--- config.mk ---
export PLATFORM = sky130hd
export DESIGN_NAME = wkstat_regs
export DESIGN_NICKNAME = d
export VERILOG_FILES = /design/src/rtl/wkstat_pkg.sv /design/src/rtl/wkstat_wake.sv /design/src/rtl/wkstat_flags.sv /design/src/rtl/wkstat_regs.sv
export SDC_FILE = /design/constraint.sdc
export NUM_CORES = 1
export LEC_CHECK = 0
export ABC_AREA = 0
export BUFFER_PORTS_ARGS = -buffer_cell sky130_fd_sc_hd__buf_2
export CORE_MARGIN = 2
export CORE_UTILIZATION = 49
export CTS_CLUSTER_SIZE = 16
export DETAILED_ROUTE_END_ITERATION = 10
export GPL_TIMING_DRIVEN = 0
export HOLD_SLACK_MARGIN = 0.06
export PLACE_DENSITY_LB_ADDON = 0.12
export SLEW_MARGIN = 20
export SYNTH_ARGS = -nofsm -noshare
export SYNTH_HDL_FRONTEND = slang
export SYNTH_HIERARCHICAL = 1
export SYNTH_SLANG_ARGS = --single-unit
export TNS_END_PERCENT = 1
--- constraint.sdc ---
create_clock -name clk -period 2.3 [get_ports clk]
set_clock_uncertainty 0.2 [all_clocks]
set_input_delay 0.23 -clock clk [delete_from_list [all_inputs] [get_ports clk]]
set_output_delay 0.23 -clock clk [all_outputs]
set_load 0.02 [all_outputs]
--- src/rtl/wkstat_pkg.sv ---
package wkstat_pkg;

    localparam int BYTE_W = 8;

    typedef enum logic [1:0] {
        SEL_NONE = 2'd0,
        SEL_WAKE = 2'd1,
        SEL_STAT = 2'd2
    } reg_sel_e;

endpackage

--- src/rtl/wkstat_wake.sv ---
module wkstat_wake #(
    parameter int PRIO_W  = 4,
    parameter bit SAT_TOP = 1'b1
) (
    input  logic              clk,
    input  logic              rst_n,
    input  logic              wr_en,
    input  logic              wr_enable,
    input  logic [PRIO_W-1:0] wr_thr,
    input  logic              req_valid,
    input  logic [PRIO_W-1:0] req_prio,
    output logic              en_q,
    output logic [PRIO_W-1:0] thr_q,
    output logic              wake_req
);

    localparam logic [PRIO_W-1:0] PRIO_TOP  = '1;
    localparam logic [PRIO_W-1:0] PRIO_LIM  = PRIO_TOP - 1'b1;

    logic [PRIO_W-1:0] thr_d;

    generate
        if (SAT_TOP) begin : g_sat
            assign thr_d = (wr_thr == PRIO_TOP) ? PRIO_LIM : wr_thr;
        end else begin : g_nosat
            assign thr_d = wr_thr;
        end
    endgenerate

    always_ff @(posedge clk or negedge rst_n) begin
        if (!rst_n) begin
            en_q  <= 1'b0;
            thr_q <= '0;
        end else if (wr_en) begin
            en_q  <= wr_enable;
            thr_q <= thr_d;
        end
    end

    always_ff @(posedge clk or negedge rst_n) begin
        if (!rst_n) begin
            wake_req <= 1'b0;
        end else begin
            wake_req <= en_q && req_valid && (req_prio > thr_q);
        end
    end

endmodule

--- src/rtl/wkstat_flags.sv ---
module wkstat_flags #(
    parameter int NUM_FLAGS = 4
) (
    input  logic                 clk,
    input  logic                 rst_n,
    input  logic                 clr_en,
    input  logic [NUM_FLAGS-1:0] clr_mask,
    input  logic [NUM_FLAGS-1:0] evt,
    output logic [NUM_FLAGS-1:0] flags_q,
    output logic                 irq
);

    logic [NUM_FLAGS-1:0] keep;

    always_comb begin
        keep = flags_q;
        if (clr_en) begin
            keep = flags_q & ~clr_mask;
        end
    end

    always_ff @(posedge clk or negedge rst_n) begin
        if (!rst_n) begin
            flags_q <= '0;
        end else begin
            flags_q <= keep | evt;
        end
    end

    assign irq = |flags_q;

endmodule

--- src/rtl/wkstat_regs.sv ---
module wkstat_regs
    import wkstat_pkg::*;
#(
    parameter int          PRIO_W    = 4,
    parameter int          NUM_FLAGS = 4,
    parameter bit          SAT_TOP   = 1'b1,
    parameter logic [7:0]  WAKE_OFS  = 8'h13,
    parameter logic [7:0]  STAT_OFS  = 8'h1F
) (
    input  logic                 clk,
    input  logic                 rst_n,
    input  logic                 bus_sel,
    input  logic                 bus_wr,
    input  logic [7:0]           bus_addr,
    input  logic [7:0]           bus_wdata,
    output logic [7:0]           bus_rdata,
    input  logic [NUM_FLAGS-1:0] evt_pulse,
    input  logic                 irq_req_valid,
    input  logic [PRIO_W-1:0]    irq_req_prio,
    output logic                 wake_req,
    output logic                 irq_out
);

    localparam int GAP_W = BYTE_W - 1 - PRIO_W;

    reg_sel_e               sel;
    logic                   en_q;
    logic [PRIO_W-1:0]      thr_q;
    logic [NUM_FLAGS-1:0]   flags_q;
    logic [NUM_FLAGS-1:0]   clr_mask;
    logic [BYTE_W-1:0]      stat_view;
    logic [BYTE_W-1:0]      rd_mux;
    logic                   rd_stb;

    always_comb begin
        sel = SEL_NONE;
        if (bus_sel) begin
            if (bus_addr == WAKE_OFS) begin
                sel = SEL_WAKE;
            end else if (bus_addr == STAT_OFS) begin
                sel = SEL_STAT;
            end
        end
    end

    assign rd_stb = bus_sel && !bus_wr;

    wkstat_wake #(
        .PRIO_W  (PRIO_W),
        .SAT_TOP (SAT_TOP)
    ) u_wake (
        .clk       (clk),
        .rst_n     (rst_n),
        .wr_en     (bus_wr && (sel == SEL_WAKE)),
        .wr_enable (bus_wdata[BYTE_W-1]),
        .wr_thr    (bus_wdata[PRIO_W-1:0]),
        .req_valid (irq_req_valid),
        .req_prio  (irq_req_prio),
        .en_q      (en_q),
        .thr_q     (thr_q),
        .wake_req  (wake_req)
    );

    generate
        for (genvar k = 0; k < NUM_FLAGS; k++) begin : g_map
            assign clr_mask[k]             = bus_wdata[BYTE_W-1-k];
            assign stat_view[BYTE_W-1-k]   = flags_q[k];
        end
        if (NUM_FLAGS < BYTE_W) begin : g_pad
            assign stat_view[BYTE_W-1-NUM_FLAGS:0] = '0;
        end
    endgenerate

    wkstat_flags #(
        .NUM_FLAGS (NUM_FLAGS)
    ) u_flags (
        .clk      (clk),
        .rst_n    (rst_n),
        .clr_en   (bus_wr && (sel == SEL_STAT)),
        .clr_mask (clr_mask),
        .evt      (evt_pulse),
        .flags_q  (flags_q),
        .irq      (irq_out)
    );

    always_comb begin
        unique case (sel)
            SEL_WAKE: rd_mux = {en_q, {GAP_W{1'b0}}, thr_q};
            SEL_STAT: rd_mux = stat_view;
            default:  rd_mux = '0;
        endcase
    end

    always_ff @(posedge clk or negedge rst_n) begin
        if (!rst_n) begin
            bus_rdata <= '0;
        end else if (rd_stb) begin
            bus_rdata <= rd_mux;
        end
    end

endmodule

==> flow_summary.toml, run 1 <==
[synth]
ys_warn_count = 6
synthesis.nets = 116
synth_top_family_by_area = "simple AND/OR/NAND/NOR gates"
avgSynthCellArea_um2 = 10.6
yosys.area_share.simple = 0.232
syn_area_um2 = 883
synth_compound_area_frac = 0.140
synth.area.mux_share = 0.0170
synthCells = 83
synth-adder-area-share = 0.0567
ys_types = 27
seq_area_frac_synth = 0.510
synth-xor-area-share = 0
synth-seq-cells = 18

[min_path]
hold_depth = 4
min-delay-start = "bus_wr"
hold_end = "bus_rdata[6]"
hold_path.class = "input port to register"

[place]
gp_congestion = 0.738
place.port_buffers = 38
pre_cts_ws_ns = 0.512
placedInstanceArea_um2 = 1100
post-dp-hpwl_um = 1470

[routing]
drtIter0Drc = 12
ant_nets = 0
avgViaCountPerCell = 4.91
routed_wl_um = 2090
num_vias = 810
dr.pass1.iters = 4
drc = 0
wire_per_inst_um = 12.6

[pwr]
leakagePower_nw = 0.638
power_density_nw_per_um2 = 464
finalPower_mw = 0.599
peakVddDrop_mv = 0.352

[die]
core_um2 = 1710
rows = 15
ios = 39
fp.dieH_um = 46.5
start_util = 0.517
die_area_um2 = 2160
die_w_um = 46.5

[global_routing]
overflow = 0
grt_max_degree = 19
grt_antenna_before_repair = 0
grt_use_total = 0.229
grt_first_pass_wirelength_um = 3360
grt_pass1_vias = 753

[clocking]
post-cts-setup-buffers = 0
clk_pin_slew_ns = 0.10
clock_sinks = 18
cts_made_buffers = 3
cts.htree.levels = 1
clock_tree.buffer_depth = 2
clock_latency_ns = 0.30
cts_root_buf = "clkbuf_4"
cts_tree = "done"

[cells_and_area]
fin_area_um2 = 1290
n_antenna_cell = 0
layout-drive-gt1-share = 0.393
fillers = 139
nets = 174
multi_input_area_um2 = 394
syn_to_final_growth_pct = 46.2
regArea_um2 = 450

[critical_path]
critPathCaptureType = "register"
timing_worst_setup_path_type = "input port to register"
slowest_delay_ns = 0.57
r2r_start = "u_flags/flags_q[1]"
r2r_cells = 2
rr_endpoint = "u_flags/flags_q[1]"
crit_fanout = 5
worstSetupStartpointType = "input port"
crit_arrival_ns = 2.06
critical_path_required_ns = 2.28
cpMaxStageDelayCell = "dlygate4sd3_1"
path_cells = "buf_2 -> and4bb_4 -> nand4_1 -> nor2_1 -> nand2_1 -> a21o_2 -> dlygate4sd3_1"
reg2reg_slack_ns = 0.80

[status]
status = "finished clean"

[timing]
slew_violations = 0
setup_viol = 0
final_hold_viol_count = 0
min_period_over_period = 0.903
fmax_mhz = 482
holdWs_ns = 0.0830
setup-tns-final_ns = 0
rsz0062_at_grt = "no"
min_period_ns = 2.08
relSlewSlack = 0.735
worst_slack_ns = 0.224
tightestPinTransition_ns = 0.397

[flow_run]
drv_cap = 0
[metal layers]
| layer | track usage | part of all wire | vias up |
|---|---|---|---|
| li1 | - | - | 417 |
| met1 | 0.289 | 0.45 | 356 |
| met2 | 0.389 | 0.48 | 31 |
| met3 | 0.0353 | 0.058 | 6 |
| met4 | 0.0857 | 0.016 | 0 |
| met5 | 0 | 0 | - |
[how the worst max path moves through the flow]
stage / cells after the start / slack [ns] / end / startpoint
2_1_floorplan: 4 / 0.80 / u_wake/en_q / bus_addr[6]
3_3_place_gp: 6 / 0.55 / u_flags/flags_q[1] / bus_addr[6]
3_5_place_dp: 6 / 0.51 / u_flags/flags_q[1] / bus_addr[6]
4_1_cts: 7 / 0.28 / u_flags/flags_q[1] / bus_addr[6]
5_1_grt: 7 / 0.13 / u_flags/flags_q[1] / bus_addr[6]
6_report: 7 / 0.22 / u_flags/flags_q[1] / bus_addr[6]
[cells in the mapped netlist]
master	number	area [um2]
or4_1	1	7.51
buf_6	1	11.3
ha_1	4	50.1
o211ai_1	1	7.51
a21oi_1	2	10.0
and4_4	1	11.3
nor2b_1	1	6.26
a21o_1	3	22.5
nor4b_1	1	8.76
o21ai_0	4	20.0
o21ai_1	3	15.0
nor2_1	2	7.51
nand3_1	4	20.0
nand2b_1	1	6.26
and4bb_4	1	16.3
nor2b_4	1	13.8
and4_2	1	10.0
and3b_1	1	8.76
nand2_1	14	52.6
nand4_1	4	25.0
and4b_2	1	11.3
mux2_4	1	15.0
inv_1	6	22.5
buf_2	1	5.00
a22o_2	4	40.0
dfrtp_1	18	450
a21o_2	1	8.76
[stage by stage]
| stage | instances | utilization |
|---|---|---|
| floorplan | 83 | - |
| global placement | 146 | 0.647 |
| detailed placement | 146 | 0.647 |
| CTS | 165 | 0.756 |
| global route | 165 | 0.756 |
| finish | 165 | 0.756 |
[final cells by class]
cell class / count / share of cell area
well taps: 25 / 0.0242
clock buffers: 4 / 0.0281
flip-flops and latches: 18 / 0.349
repair buffers: 53 / 0.264
multi-input cells: 57 / 0.305
plain buffers: 2 / 0.0126
inverters: 6 / 0.0174
[report_power, final]
group | switching (mW) | leakage, nW | total (mW) | internal, mW
Clock | 0.101 | 0.0210 | 0.198 | 0.0967
Sequential | 0.00248 | 0.211 | 0.323 | 0.320
Combinational | 0.0353 | 0.406 | 0.0783 | 0.0430
[what timing repair did]
| action | in CTS | in global routing |
|---|---|---|
| endpoints found under the setup margin | 0 | 0 |
| gates resized for setup | 0 | 0 |
| hold endpoints to repair | 28 | 0 |
| hold buffers | 15 | 0 |
[critical path: cells and delay by family]
family                 cells  cell delay, ns
AO/OA/AOI/OAI              1            0.23
buffers and inverters      2            0.66
AND/OR/NAND/NOR            4            0.93
[cell usage in the layout (no fill, tap or decap), types with 2 or more instances in the layout]
| master | instances |
|---|---|
| a21o_1 | 3 |
| a21oi_1 | 2 |
| a22o_2 | 4 |
| buf_2 | 39 |
| clkbuf_4 | 3 |
| dfrtp_1 | 18 |
| dlygate4sd3_1 | 15 |
| ha_1 | 4 |
| inv_1 | 6 |
| nand2_1 | 14 |
| nand3_1 | 4 |
| nand4_1 | 4 |
| nor2_1 | 2 |
| o21ai_0 | 4 |
| o21ai_1 | 3 |
[kinds of logic after synthesis]
| logic type | count (synthesis) |
|---|---|
| mux | 1 |
| compound gates | 18 |
| fa+ha+maj | 4 |
| simple gates | 34 |
| flops | 18 |
| buf+inv | 8 |
[state kept, by name, indices dropped and copies added, names as in the netlist]
signal,flops
u_wake/wake_req,1
bus_rdata,8
u_wake/thr_q,4
u_wake/en_q,1
u_flags/flags_q,4
Power figures use the tool's default switching activity.
==> run 2, diff against run 1 <==
==> constraint.sdc (replaced) <==
create_clock -name clk -period 2.3 [get_ports clk]
set_clock_uncertainty 0.2 [all_clocks]
set_input_delay 0.115 -clock clk [delete_from_list [all_inputs] [get_ports clk]]
set_output_delay 0.115 -clock clk [all_outputs]
set_load 0.02 [all_outputs]
==> flow_summary.toml, run 2 (synthesized netlist as in run 1, its figures left out) <==
[status]
status = "finished clean"

[global_routing]
grt_pass1_vias = 803
overflow = 0
grt_antenna_before_repair = 0
grt_use_total = 0.244
grt_max_degree = 19
grt_first_pass_wirelength_um = 3570

[timing]
slew_violations = 0
worst_slack_ns = 0.106
relSlewSlack = 0.734
min_period_ns = 2.19
setup_viol = 0
rsz0062_at_grt = "no"
min_period_over_period = 0.954
tightestPinTransition_ns = 0.399
setup-tns-final_ns = 0
final_hold_viol_count = 0
fmax_mhz = 456

[pwr]
peakVddDrop_mv = 0.349
netSwitchingPower_mw = 0.138
clkPwrFrac = 0.324
leakagePower_nw = 0.671
p_int_mw = 0.465
power_switching_share = 0.229
power_frac_comb = 0.140
pwr-share-seq = 0.536
power_density_nw_per_um2 = 443

[die]
core_um2 = 1710
start_util = 0.517
ios = 39
fp.dieH_um = 46.5
die_area_um2 = 2160
die_w_um = 46.5
rows = 15

[clocking]
clk_pin_slew_ns = 0.10
cts.htree.levels = 1
cts_made_buffers = 3
cts_root_buf = "clkbuf_4"
post-cts-setup-buffers = 0
clock_sinks = 18
cts_tree = "done"
clock_tree.buffer_depth = 2
clock_latency_ns = 0.30
cts_resized = 0

[cells_and_area]
largestRegisters = "bus_rdata (8), u_flags/flags_q (4), u_wake/thr_q (4)"
layout-drive-gt1-share = 0.374
final_common_cell = "buf_2"
fin_util = 0.797
layout_common_cells = "39 x buf_2, 22 x dlygate4sd3_1, 18 x dfrtp_1"
syn_to_final_growth_pct = 54.1
n_antenna_cell = 0
nets = 181
largest_reg_flops = 8
top_register = "bus_rdata"

[critical_path]
worstSetupStartpointType = "input port"
critical_path_required_ns = 2.34
timing_worst_setup_path_type = "input port to register"
crit_arrival_ns = 2.23
critPathCaptureType = "register"
crit_fanout = 6

[place]
place.port_buffers = 38
post-dp-hpwl_um = 1470
gp_congestion = 0.738
pre_cts_ws_ns = 0.627

[routing]
ant_nets = 0
wire_per_inst_um = 13.0
dr.pass1.iters = 4
drtIter0Drc = 25
drc = 0
avgViaCountPerCell = 5.09
routed_wl_um = 2230
num_vias = 876

[min_path]
hold_path.class = "input port to asynchronous set/reset pin"

[flow_run]
drv_cap = 0
run 2: timing repair:
| action | CTS | global route |
|---|---|---|
| hold buffers | 22 | 0 |
| endpoints found under the setup margin | 0 | 0 |
| hold endpoints to repair | 32 | 0 |
run 2: worst max-delay path, stage by stage:
cell	delay, ns
dlygate4sd3_1	0.52
buf_2	0.16
nor2b_4	0.11
dlygate4sd3_1	0.59
nand2_1	0.07
o21ai_1	0.11
dlygate4sd3_1	0.55
run 2: power groups by stage:
stage | logic [mW] | registers, mW | clock network [mW]
2_1_floorplan | 0.0239 | 0.329 | 0
3_3_place_gp | 0.0612 | 0.329 | 0
3_5_place_dp | 0.0637 | 0.329 | 0
4_1_cts | 0.0832 | 0.323 | 0.201
5_1_grt | 0.0945 | 0.324 | 0.217
6_report | 0.0845 | 0.323 | 0.196
run 2: metal layers:
layer | share of wire | up-vias | GRT usage
met3 | 0.064 | 9 | 0.0588
met1 | 0.41 | 395 | 0.281
li1 | - | 432 | -
met4 | 0.033 | 0 | 0.137
met2 | 0.49 | 40 | 0.408
met5 | 0 | - | 0
run 2: layout make-up:
cell class / instances / area, um2
repair buffers: 60 / 410
inverters: 6 / 22.5
plain buffers: 2 / 16.3
multi-input cells: 57 / 394
well taps: 25 / 31.3
clock buffers: 4 / 36.3
flip-flops and latches: 18 / 450
fillers: 117 / 347
run 2: worst paths after layout:
path | startpoint | endpoint | slack, ns | cells past startpoint
min | rst_n | u_wake/thr_q[3] | 0.06 | 2
min in group clk | bus_addr[7] | bus_rdata[7] | 0.11 | 4
max in group asynchronous | rst_n | u_flags/flags_q[0] | 1.55 | 2
max reg2reg | u_wake/thr_q[1] | u_wake/wake_req | 0.38 | 6
min reg2reg | bus_rdata[6] | bus_rdata[6] | 0.29 | 2
max | bus_wr | bus_rdata[5] | 0.11 | 7
run 2: per-stage QoR:
stage,hold WS [ns],power [mW],cells,cell area (um2)
final,0.0645,0.603,172,1360
after global routing,0.106,0.636,172,1360
after CTS,0.0779,0.608,172,1360
after detailed placement,-0.131,0.393,146,1100
after global placement,-0.138,0.390,146,1100
after floorplan,-0.381,0.353,83,883
==> run 3, diff against run 2 <==
- CORE_UTILIZATION: 49 -> 30
- SYNTH_HIERARCHICAL: 1 -> not set
==> flow_summary.toml, run 3 <==
[die]
ios = 39
die_area_um2 = 3390
rows = 19
core_um2 = 2780
start_util = 0.317
fp.dieH_um = 58.2
die_w_um = 58.2

[cells_and_area]
final_common_cell = "buf_2"
top_register = "bus_rdata"
n_antenna_cell = 0
nets = 173
largest_reg_flops = 8
syn_to_final_growth_pct = 51.6
fillers = 270
largestRegisters = "bus_rdata (8), u_flags.flags_q (4), u_wake.thr_q (4)"
layout-drive-gt1-share = 0.345
layout_common_cells = "38 x buf_2, 19 x dlygate4sd3_1, 18 x dfrtp_1"

[routing]
routed_wl_um = 2070
num_vias = 821
ant_nets = 0
avgViaCountPerCell = 4.83
wire_per_inst_um = 12.2
drc = 0
drtIter0Drc = 9
dr.pass1.iters = 4

[global_routing]
grt_pass1_vias = 759
overflow = 0
grt_use_total = 0.134
grt_first_pass_wirelength_um = 3360
grt_antenna_before_repair = 0
grt_max_degree = 19

[timing]
relSlewSlack = 0.739
fmax_mhz = 520
min_period_over_period = 0.836
min_period_ns = 1.92
tightestPinTransition_ns = 0.392
rsz0062_at_grt = "no"
setup_viol = 0
final_hold_viol_count = 0
setup-tns-final_ns = 0
holdWs_ns = 0.0592
slew_violations = 0

[clocking]
holdBufCountCts = 19
cts.htree.levels = 1
cts_root_buf = "clkbuf_4"
post-cts-setup-buffers = 0
clock_latency_ns = 0.29
clock_sinks = 18
cts_tree = "done"
clock_tree.buffer_depth = 2
cts_resized = 0
clk_pin_slew_ns = 0.10
cts_made_buffers = 3

[place]
post-dp-hpwl_um = 1570
place.port_buffers = 38
gp_congestion = 0.774

[pwr]
power_density_nw_per_um2 = 447
leakagePower_nw = 0.642
peakVddDrop_mv = 0.250

[flow_run]
drv_cap = 0

[critical_path]
critical_path.top_delay_family = "buffers and inverters"
crit_fanout = 3
critPathCaptureType = "register"
worstSetupStartpointType = "input port"
crit_arrival_ns = 1.95
slowest_delay_ns = 0.57
timing_worst_setup_path_type = "input port to register"
r2r_cells = 6
path_cells = "dlygate4sd3_1 -> buf_2 -> ha_1 -> nand4_1 -> nand3_1 -> dlygate4sd3_1 -> a21oi_1"
critical_path_required_ns = 2.33
path_depth = 7
crit_top_cell = "dlygate4sd3_1"
cpMaxStageDelayCell = "dlygate4sd3_1"
critPathBufInv = 3

[synth]
synth_common_cells = "18 x dfrtp_1, 7 x nand2_1, 5 x inv_1, 5 x mux2_2, 5 x nand3b_1"
yosysMostFrequentCell = "dfrtp_1"
ys_types = 29
synth_edf_count = 0
synthCells = 78
ys_warn_count = 0
synth_top_area_share = 0.511
ys.flop_type = "dfrtp_1"
syn_area_um2 = 882
synth-seq-cells = 18
seq_area_frac_synth = 0.511
synthArstFlopShare = 1.00
yosysTopAreaCell = "dfrtp_1"
avgSynthCellArea_um2 = 11.3
synthesis.nets = 111
synthTopCellsByArea = "dfrtp_1 51%, mux2_2 6.4%, ha_1 5.7%"

[status]
status = "finished clean"

[min_path]
hold_path.class = "input port to asynchronous set/reset pin"
[run 3: cells by family (layout without fill, tap and decap cells)]
family	count (synthesis)	in the layout	synth area share
AND/OR/NAND/NOR	28	28	0.197
flip-flops	18	18	0.511
AO/OA/AOI/OAI	16	16	0.133
buffers and inverters	7	68	0.0383
multiplexers	5	5	0.0638
adder cells (fa/ha/maj)	4	4	0.0567
[run 3: metal layers]
layer	global-route usage	share of wire
met1	0.177	0.45
met5	0	0
met4	0.0698	0.022
met2	0.203	0.46
met3	0.0335	0.064
[run 3: layout make-up]
class,instances,area (um2),share of cell area
sequential,18,450,0.337
timing repair buffer,57,380,0.284
tap,31,38.8,0.0290
multi-input combinational,53,398,0.297
inverter,5,18.8,0.0140
buffer,2,15.0,0.0112
clock buffer,4,36.3,0.0271
[run 3: worst paths after layout]
kind / endpoint / slack [ns] / from
setup / recovery: u_wake.wake_req / 0.38 / irq_req_prio[3]
hold / removal: u_wake.thr_q[1] / 0.06 / rst_n
min in group clk: u_wake.wake_req / 0.07 / irq_req_prio[2]
hold reg to reg: bus_rdata[4] / 0.29 / bus_rdata[4]
max in group asynchronous: bus_rdata[6] / 1.56 / rst_n
setup reg to reg: u_wake.wake_req / 0.43 / u_wake.thr_q[3]
[run 3: power by group]
| part | leakage (nW) | total (mW) | switching, mW | internal (mW) |
|---|---|---|---|---|
| sequential | 0.230 | 0.321 | 0.00198 | 0.319 |
| combinational | 0.391 | 0.0815 | 0.0347 | 0.0469 |
| clock | 0.0210 | 0.195 | 0.0986 | 0.0966 |
[run 3: through the flow]
step	setup slack, ns	util	instance area [um2]	instances	total power, mW
4_1_cts	0.414	0.481	1340	170	0.609
3_5_place_dp	0.690	0.399	1110	147	0.391
2_1_floorplan	0.842	-	882	78	0.350
6_report	0.377	0.481	1340	170	0.598
3_3_place_gp	0.688	0.399	1110	147	0.390
5_1_grt	0.326	0.481	1340	170	0.631
